===== config.mk =====
export PLATFORM = sky130hd
export DESIGN_NAME = bmask_unit
export DESIGN_NICKNAME = d
export VERILOG_FILES = /design/src/rtl/bmask_pkg.sv /design/src/rtl/bmask_run_gen.sv /design/src/rtl/bmask_bit_rev.sv /design/src/rtl/bmask_core.sv /design/src/rtl/bmask_unit.sv
export SDC_FILE = /design/constraint.sdc
export NUM_CORES = 1
export LEC_CHECK = 0
export BUFFER_PORTS_ARGS = -buffer_cell sky130_fd_sc_hd__buf_4
export CAP_MARGIN = 10
export CORE_ASPECT_RATIO = 1.75
export CORE_MARGIN = 8
export CORE_UTILIZATION = 42
export CTS_BUF_LIST = sky130_fd_sc_hd__clkbuf_4 sky130_fd_sc_hd__clkbuf_8
export DETAILED_ROUTE_END_ITERATION = 10
export HOLD_SLACK_MARGIN = 0.06
export SLEW_MARGIN = 20
export SYNTH_ARGS = -nofsm -noshare
export SYNTH_HDL_FRONTEND = slang
export SYNTH_SLANG_ARGS = --single-unit

===== constraint.sdc =====
create_clock -name clk -period 0.8 [get_ports clk]
set_input_delay 0.04 -clock clk [delete_from_list [all_inputs] [get_ports clk]]
set_output_delay 0.04 -clock clk [all_outputs]
set_load 0.05 [all_outputs]

===== src/rtl/bmask_pkg.sv =====
package bmask_pkg;
    localparam int XLEN = 64;
    localparam int SH_W = $clog2(XLEN);

    typedef enum logic [2:0] {
        BM_SET    = 3'd0,
        BM_CLR    = 3'd1,
        BM_INV    = 3'd2,
        BM_EXT    = 3'd3,
        BM_REVEXT = 3'd4
    } bm_op_e;
endpackage


===== src/rtl/bmask_run_gen.sv =====
// Builds ones in bits 0..len; a length of XLEN-1 fills the word.
module bmask_run_gen #(
    parameter int WIDTH = 64,
    localparam int LW   = $clog2(WIDTH)
) (
    input  logic [LW-1:0]    len_i,
    output logic [WIDTH-1:0] run_o
);
    for (genvar g = 0; g < WIDTH; g++) begin : g_bit
        assign run_o[g] = (LW'(g) <= len_i);
    end
endmodule


===== src/rtl/bmask_bit_rev.sv =====
module bmask_bit_rev #(
    parameter int WIDTH = 64
) (
    input  logic [WIDTH-1:0] in_i,
    output logic [WIDTH-1:0] out_o
);
    for (genvar g = 0; g < WIDTH; g++) begin : g_swap
        assign out_o[g] = in_i[WIDTH-1-g];
    end
endmodule


===== src/rtl/bmask_core.sv =====
module bmask_core
    import bmask_pkg::*;
#(
    parameter int WIDTH = XLEN,
    localparam int LW   = $clog2(WIDTH)
) (
    input  logic [WIDTH-1:0] src_i,
    input  logic [WIDTH-1:0] shamt_word_i,
    input  logic [LW-1:0]    len_i,
    input  logic             shsel_zero_i,
    input  logic [2:0]       op_i,
    output logic [WIDTH-1:0] res_o
);
    localparam logic [LW-1:0] TOP = LW'(WIDTH - 1);

    logic [LW-1:0]    sh;
    logic [LW-1:0]    rev_sh;
    logic [WIDTH-1:0] run;
    logic [WIDTH-1:0] placed;
    logic [WIDTH-1:0] src_rev;
    logic [WIDTH-1:0] ext_fwd;
    logic [WIDTH-1:0] ext_rev;

    assign sh = LW'(shamt_word_i % WIDTH);

    bmask_run_gen #(.WIDTH(WIDTH)) u_run (
        .len_i (len_i),
        .run_o (run)
    );

    bmask_bit_rev #(.WIDTH(WIDTH)) u_rev (
        .in_i  (src_i),
        .out_o (src_rev)
    );

    // Left shift drops bits that leave the top of the word.
    assign placed  = run << sh;
    assign ext_fwd = run & (src_i >> sh);
    // Selector-zero forces shift TOP, so the complementary shift is zero.
    assign rev_sh  = shsel_zero_i ? '0 : (TOP - sh);
    assign ext_rev = run & (src_rev >> rev_sh);

    always_comb begin
        unique case (op_i)
            BM_SET:    res_o = src_i | placed;
            BM_CLR:    res_o = src_i & ~placed;
            BM_INV:    res_o = src_i ^ placed;
            BM_EXT:    res_o = ext_fwd;
            BM_REVEXT: res_o = ext_rev;
            default:   res_o = src_i;
        endcase
    end
endmodule


===== src/rtl/bmask_unit.sv =====
module bmask_unit
    import bmask_pkg::*;
(
    input  logic            clk,
    input  logic            rst_n,
    input  logic [XLEN-1:0] src_i,
    input  logic [XLEN-1:0] shamt_word_i,
    input  logic [SH_W-1:0] len_i,
    input  logic            shsel_zero_i,
    input  logic [2:0]      op_i,
    output logic [XLEN-1:0] result_o
);
    logic [XLEN-1:0] res_d;

    bmask_core #(.WIDTH(XLEN)) u_core (
        .src_i        (src_i),
        .shamt_word_i (shamt_word_i),
        .len_i        (len_i),
        .shsel_zero_i (shsel_zero_i),
        .op_i         (op_i),
        .res_o        (res_d)
    );

    always_ff @(posedge clk or negedge rst_n) begin
        if (!rst_n) result_o <= '0;
        else        result_o <= res_d;
    end

    // Set keeps every source bit.
    assert_set_keeps_src_R3: assert property (@(posedge clk) disable iff (!rst_n)
        (op_i == BM_SET) |=> ((result_o & $past(src_i)) == $past(src_i)));

    // Clear never raises a bit.
    assert_clr_subset_R4: assert property (@(posedge clk) disable iff (!rst_n)
        (op_i == BM_CLR) |=> ((result_o & ~$past(src_i)) == '0));

    // Invert flips at most len+1 bits.
    assert_inv_count_R5: assert property (@(posedge clk) disable iff (!rst_n)
        (op_i == BM_INV) |=> ($countones(result_o ^ $past(src_i)) <= int'($past(len_i)) + 1));

    // Extract yields at most len+1 ones.
    assert_ext_width_R6: assert property (@(posedge clk) disable iff (!rst_n)
        (op_i == BM_EXT) |=> ($countones(result_o) <= int'($past(len_i)) + 1));

    // Selector-zero reverse with full mask equals the bit-reversed source.
    assert_rev_full_R8: assert property (@(posedge clk) disable iff (!rst_n)
        (op_i == BM_REVEXT && shsel_zero_i && len_i == SH_W'(XLEN - 1))
        |=> (result_o == {<<{$past(src_i)}}));

    // Unused codes pass the source.
    assert_passthru_R10: assert property (@(posedge clk) disable iff (!rst_n)
        (op_i > 3'd4) |=> (result_o == $past(src_i)));
endmodule


==> run_results.csv, run 1 <==
group,metric,value,unit
synthesis,synth-edff-count,0,
status,haltStage,"5_1_grt",
clocking,clock-sinks,64,
floorplanning,start_util,0.4245,
floorplanning,num_rows,108,
synthesis,synthFlopType,"dfrtp_1",
floorplanning,dieWidth,185.0,µm
clocking,clk_path_buf_depth,2,
synthesis,yosysUniqueCellTypes,103,
placement,gp_congestion,1.274,
synthesis,synth.cell_area,0.02099,mm²
placement,dp_hpwl,138300,µm
placement,dp_slack,-3.217,ns
clocking,clockRootBuffer,"clkbuf_8",
status,error,"[ERROR GRT-0116] Global routing finished with congestion. Check the congestion regions in the DRC Viewer.",
global_route,globalRouteTotalUtil,0.7401,
synthesis,syn_inst,2793,
status,status,"stopped before the end",
placement,dpl_cell_area,0.03087,mm²
synthesis,ys_warn_count,0,
floorplanning,boundaryPins,204,
synthesis,async_flop_share,1.000,
global_route,grt_max_degree,71,
synthesis,seq_area_frac_synth,0.07629,
placement,io_buffer_count,145,
clocking,htree_levels,3,
global_route,grt-ovfl-total,1200,
synthesis,synth_nets,3061,
global_route,grt_pass1_vias,38780,
floorplanning,die_y,311.8,µm
placement,dp.cells,4377,
synthesis,ys_seq_elements,64,
clocking,cts_buffers,9,
global_route,grt_pass1_wl,323800,µm
synthesis,synth.avg_cell_area,7.517,µm²
==> Yosys cell counts (27+ instances only) <==
| master | instances | share of area |
|---|---|---|
| a211oi_1 | 76 | 0.027 |
| a21oi_1 | 244 | 0.058 |
| a221oi_1 | 27 | 0.011 |
| a31oi_1 | 35 | 0.010 |
| buf_1 | 28 | 0.0050 |
| buf_2 | 82 | 0.020 |
| buf_4 | 27 | 0.0097 |
| clkbuf_1 | 186 | 0.033 |
| dfrtp_1 | 64 | 0.076 |
| ha_1 | 128 | 0.076 |
| inv_1 | 73 | 0.013 |
| mux2_2 | 55 | 0.030 |
| mux2i_1 | 171 | 0.082 |
| mux4_2 | 132 | 0.14 |
| nand2_1 | 312 | 0.056 |
| nand3_1 | 58 | 0.014 |
| nor2_1 | 238 | 0.043 |
| nor3_1 | 48 | 0.011 |
| o211ai_1 | 57 | 0.020 |
| o21ai_0 | 174 | 0.041 |
| o22ai_1 | 72 | 0.021 |
==> routing by layer <==
layer  overflow  GRT usage
met5          1     0.1936
met4        335     0.7569
met3         14     0.5487
met2        842     0.9380
met1          8     0.7268
==> per-stage QoR <==
| stage | hold slack [ns] | util |
|---|---|---|
| floorplan | -0.2556 | - |
| global placement | -0.01845 | 0.6241 |
| detailed placement | -0.01237 | 0.6241 |
| CTS | 0.1110 | 0.6868 |
==> cells by family after synthesis <==
family          synth area share
compound gates            0.3217
simple gates              0.1744
mux                       0.2548
buf+inv                  0.09452
flops                    0.07629
fa+ha+maj                0.07831
==> timing repair <==
item / 4_1_cts
endpoints found under the hold margin: 64
setup buffers: 83
setup endpoints to repair: 128
pin swaps: 185
resized for setup: 464
cloned: 6
hold buffers: 1
==> run 2: changes to the inputs <==
--- a/config.mk
+++ b/config.mk
@@ -7,12 +7,10 @@
 export LEC_CHECK = 0
 export BUFFER_PORTS_ARGS = -buffer_cell sky130_fd_sc_hd__buf_4
 export CAP_MARGIN = 10
-export CORE_ASPECT_RATIO = 1.75
 export CORE_MARGIN = 8
-export CORE_UTILIZATION = 42
-export CTS_BUF_LIST = sky130_fd_sc_hd__clkbuf_4 sky130_fd_sc_hd__clkbuf_8
+export CORE_UTILIZATION = 27
 export DETAILED_ROUTE_END_ITERATION = 10
-export HOLD_SLACK_MARGIN = 0.06
+export PLACE_DENSITY_LB_ADDON = 0.15
 export SLEW_MARGIN = 20
 export SYNTH_ARGS = -nofsm -noshare
 export SYNTH_HDL_FRONTEND = slang
==> constraint.sdc (replaced) <==
create_clock -name clk -period 1.05 [get_ports clk]
set_input_delay 0.0525 -clock clk [delete_from_list [all_inputs] [get_ports clk]]
set_output_delay 0.0525 -clock clk [all_outputs]
set_load 0.05 [all_outputs]
==> run 2 against run 1 <==
Against the previous run: the flow now finishes, with violations (negative setup slack); synthesized area unchanged; synthesized cell count is the same.
==> run_results.csv, run 2 <==
group,metric,value,unit
global_route,grt_pass1_wl,256000,µm
floorplanning,die_y,294.8,µm
timing,fmax,309.2,MHz
placement,dp.cells,4816,
finish,final_cells,4991,
timing,fin_crit_sh,3.080,
synthesis,yosysUniqueCellTypes,103,
synthesis,synth_xor_area_frac,0,
timing,grt_setup_unrepaired,"yes",
placement,dpl_cell_area,0.03203,mm²
routing,ant_nets,0,
finish,nets,4206,
synthesis,synth-simple-area-share,0.1744,
power,p_switching,15.85,mW
power,power_frac_seq,0.095,
floorplanning,dieWidth,294.8,µm
routing,via_per_inst,6.376,
timing,setup_viol,68,
critical_path,crit_required,1.25,ns
synthesis,ys_seq_elements,64,
critical_path,path_common_cell,"o21ai_2",
global_route,grt-ovfl-total,0,
floorplanning,boundaryPins,204,
clocking,clockRootBuffer,"clkbuf_16",
routing,drc,0,
routing,wire_per_inst,38.56,µm
finish,most-common-layout-cells,"buf_4 (1288), nand2_1 (277), nor2_1 (207), a21oi_1 (178), mux2i_1 (136)",
timing,fin_setup_tns,-116.39,ns
routing,drt_iter0_drc,4724,
timing,layout_setup_ws,-2.184,ns
finish,largest_register_ffs,64,
power,pwr-share-clk,0.122,
critical_path,cp_max_fo,8,
critical_path,worstSetupStartpoint,"len_i[1]",
critical_path,crit_type,"in -> reg",
power,vdd_drop_max,718.7,µV
finish,post-route-util,0.4804,
synthesis,synth.cell_area,0.02099,mm²
status,status,"finished, violations left",
synthesis,yosysTopAreaCellShare,0.1416,
finish,area_growth,76.69,%
clocking,cts_buffers,9,
timing,relSlewSlack,0.1745,
critical_path,worst_setup_path_end_kind,"flop",
routing,firstDrtPassIters,6,
synthesis,synthAdderAreaFrac,0.07831,
clocking,clock-sinks,64,
critical_path,path_cells,"buf_16 > or4_4 > a32oi_2 > o221ai_4 > mux2_4 > nand2_2 > o21ai_2 > a222oi_1 > buf_4 > ha_4 > a21oi_2 > nand2_1 > o21ai_2 > o311ai_1 > o22a_1",
power,p_sw_frac,0.5063,
placement,gp_congestion,1.113,
power,p_total,31.31,mW
finish,layout_commonest_cell,"buf_4",
routing,vias,31820,
global_route,grt_pass1_vias,29970,
critical_path,crit_slowest_cell,"a222oi_1",
critical_path,startpoint_type,"primary input",
routing,routed_wl,192500,µm
placement,dp_hpwl,157800,µm
global_route,globalRouteTotalUtil,0.4223,
synthesis,synth_nets,3061,
synthesis,synth_top_family_by_area,"compound AO/OA/AOI/OAI gates",
critical_path,arrival,3.44,ns
synthesis,async_flop_share,1.000,
timing,hold_violations,0,
finish,regMostFlops,"result_o",
global_route,antenna_found_initial,14,
finish,drive_above_1_share,0.5554,
synthesis,synthFlopType,"dfrtp_1",
global_route,grt_max_degree,85,
synthesis,synth_commonest_cells,"nand2_1 (312), a21oi_1 (244), nor2_1 (238), clkbuf_1 (186), o21ai_0 (174)",
clocking,cts_tree,"done",
synthesis,synth-compound-area-share,0.3217,
finish,reg_top3,"result_o (64)",
clocking,clkTransAtPathRegs,0.06,ns
synthesis,seq_area_frac_synth,0.07629,
floorplanning,num_rows,102,
synthesis,synth.avg_cell_area,7.517,µm²
synthesis,synthMostInstantiatedCell,"nand2_1",
synthesis,synth.area.mux_share,0.2548,
hold_path,hold_path.class,"in -> async",
power,internal_power,15.46,mW
timing,slew_violations,0,
synthesis,synth-edff-count,0,
critical_path,slowest_delay,0.61,ns
synthesis,synth_area_leaders,"mux4_2 (14%), mux2i_1 (8.2%), dfrtp_1 (7.6%)",
clocking,clk_path_buf_depth,2,
timing,finalCriticalPeriod,3.234,ns
run,max_cap_viol_count,0,
floorplanning,core_area,0.07721,mm²
synthesis,synth_top_area_cell,"mux4_2",
synthesis,ys_warn_count,0,
finish,finish.instance_area,0.03709,mm²
status,violations,"negative setup slack",
timing,tightestPinTransition,1.238,ns
power,powerDensity,844.0,mW/mm²
floorplanning,start_util,0.2719,
placement,io_buffer_count,145,
synthesis,syn_inst,2793,
power,p_comb_frac,0.783,
power,p_leak,16.14,nW
floorplanning,dieArea,0.08693,mm²
clocking,htree_levels,3,
## run 2: cell counts after synthesis
Identical to the previous run, type by type.
## run 2: cell type report
cell class              count  area [µm²]
diodes                      8       20.02
clock buffers              11       242.7
clock inverters             5       127.6
fillers                  7616       40120
inverters                  78       304.0
multi-input cells        2305       20710
flip-flops and latches     64        1605
well taps                1040        1301
repair buffers           1480       12780
## run 2: cell families (layout without fill, tap and decap cells)
family	after synthesis	count (layout)
AO/OA/AOI/OAI	1004	1004
AND/OR/NAND/NOR	807	808
buffers and inverters	425	1574
multiplexers	361	361
adder cells (fa/ha/maj)	132	132
flip-flops	64	64
other	0	8
## run 2: worst paths after layout
kind	to	slack, ns	cells past startpoint
max	result_o[46]$_DFF_PN0_	-2.18	15
min	result_o[4]$_DFF_PN0_	0.12	2
max in group asynchronous	result_o[22]$_DFF_PN0_	0.49	3
min in group clk	result_o[47]$_DFF_PN0_	0.21	4
## run 2: what timing repair did
item | 4_1_cts | 5_1_grt
pin swaps | 165 | 151
hold buffers | 1 | 0
setup buffers | 104 | 54
gates cloned | 8 | 2
setup endpoints to repair | 70 | 68
hold endpoints to repair | 64 | 0
resized for setup | 462 | 223
## run 2: power by group through the flow
| stage | clock [mW] | sequential (mW) | combinational (mW) |
|---|---|---|---|
| after floorplan | 0 | 4.13 | 8.04 |
| after global placement | 0 | 2.99 | 20.5 |
| after detailed placement | 0 | 2.99 | 20.6 |
| after CTS | 3.89 | 2.96 | 22.5 |
| after global routing | 3.97 | 2.99 | 24.9 |
| final | 3.83 | 2.96 | 24.5 |
## run 2: through the flow
step	worst slack, ns	hold WS, ns
floorplan	-1.975	-0.2431
global placement	-2.955	-0.04153
detailed placement	-3.004	-0.04111
CTS	-2.020	0.1167
global route	-2.104	0.1458
finish	-2.184	0.1155
## run 2: worst max-delay path, delay by kind of cell
kind	cells	cell delay [ns]
compound gates	8	1.78
fa+ha+maj	1	0.19
buf+inv	2	0.37
mux	1	0.33
simple gates	3	0.69
## run 2: metal layers
metal	global-route usage	up-vias	part of all wire	wire length (µm)
li1	-	13010	-	-
met1	0.5786	15930	0.41	79860
met2	0.5718	2467	0.38	73640
met3	0.1908	399	0.15	29520
met4	0.1545	10	0.049	9376
met5	0	-	0.00036	69
Power figures use the tool's default switching activity.
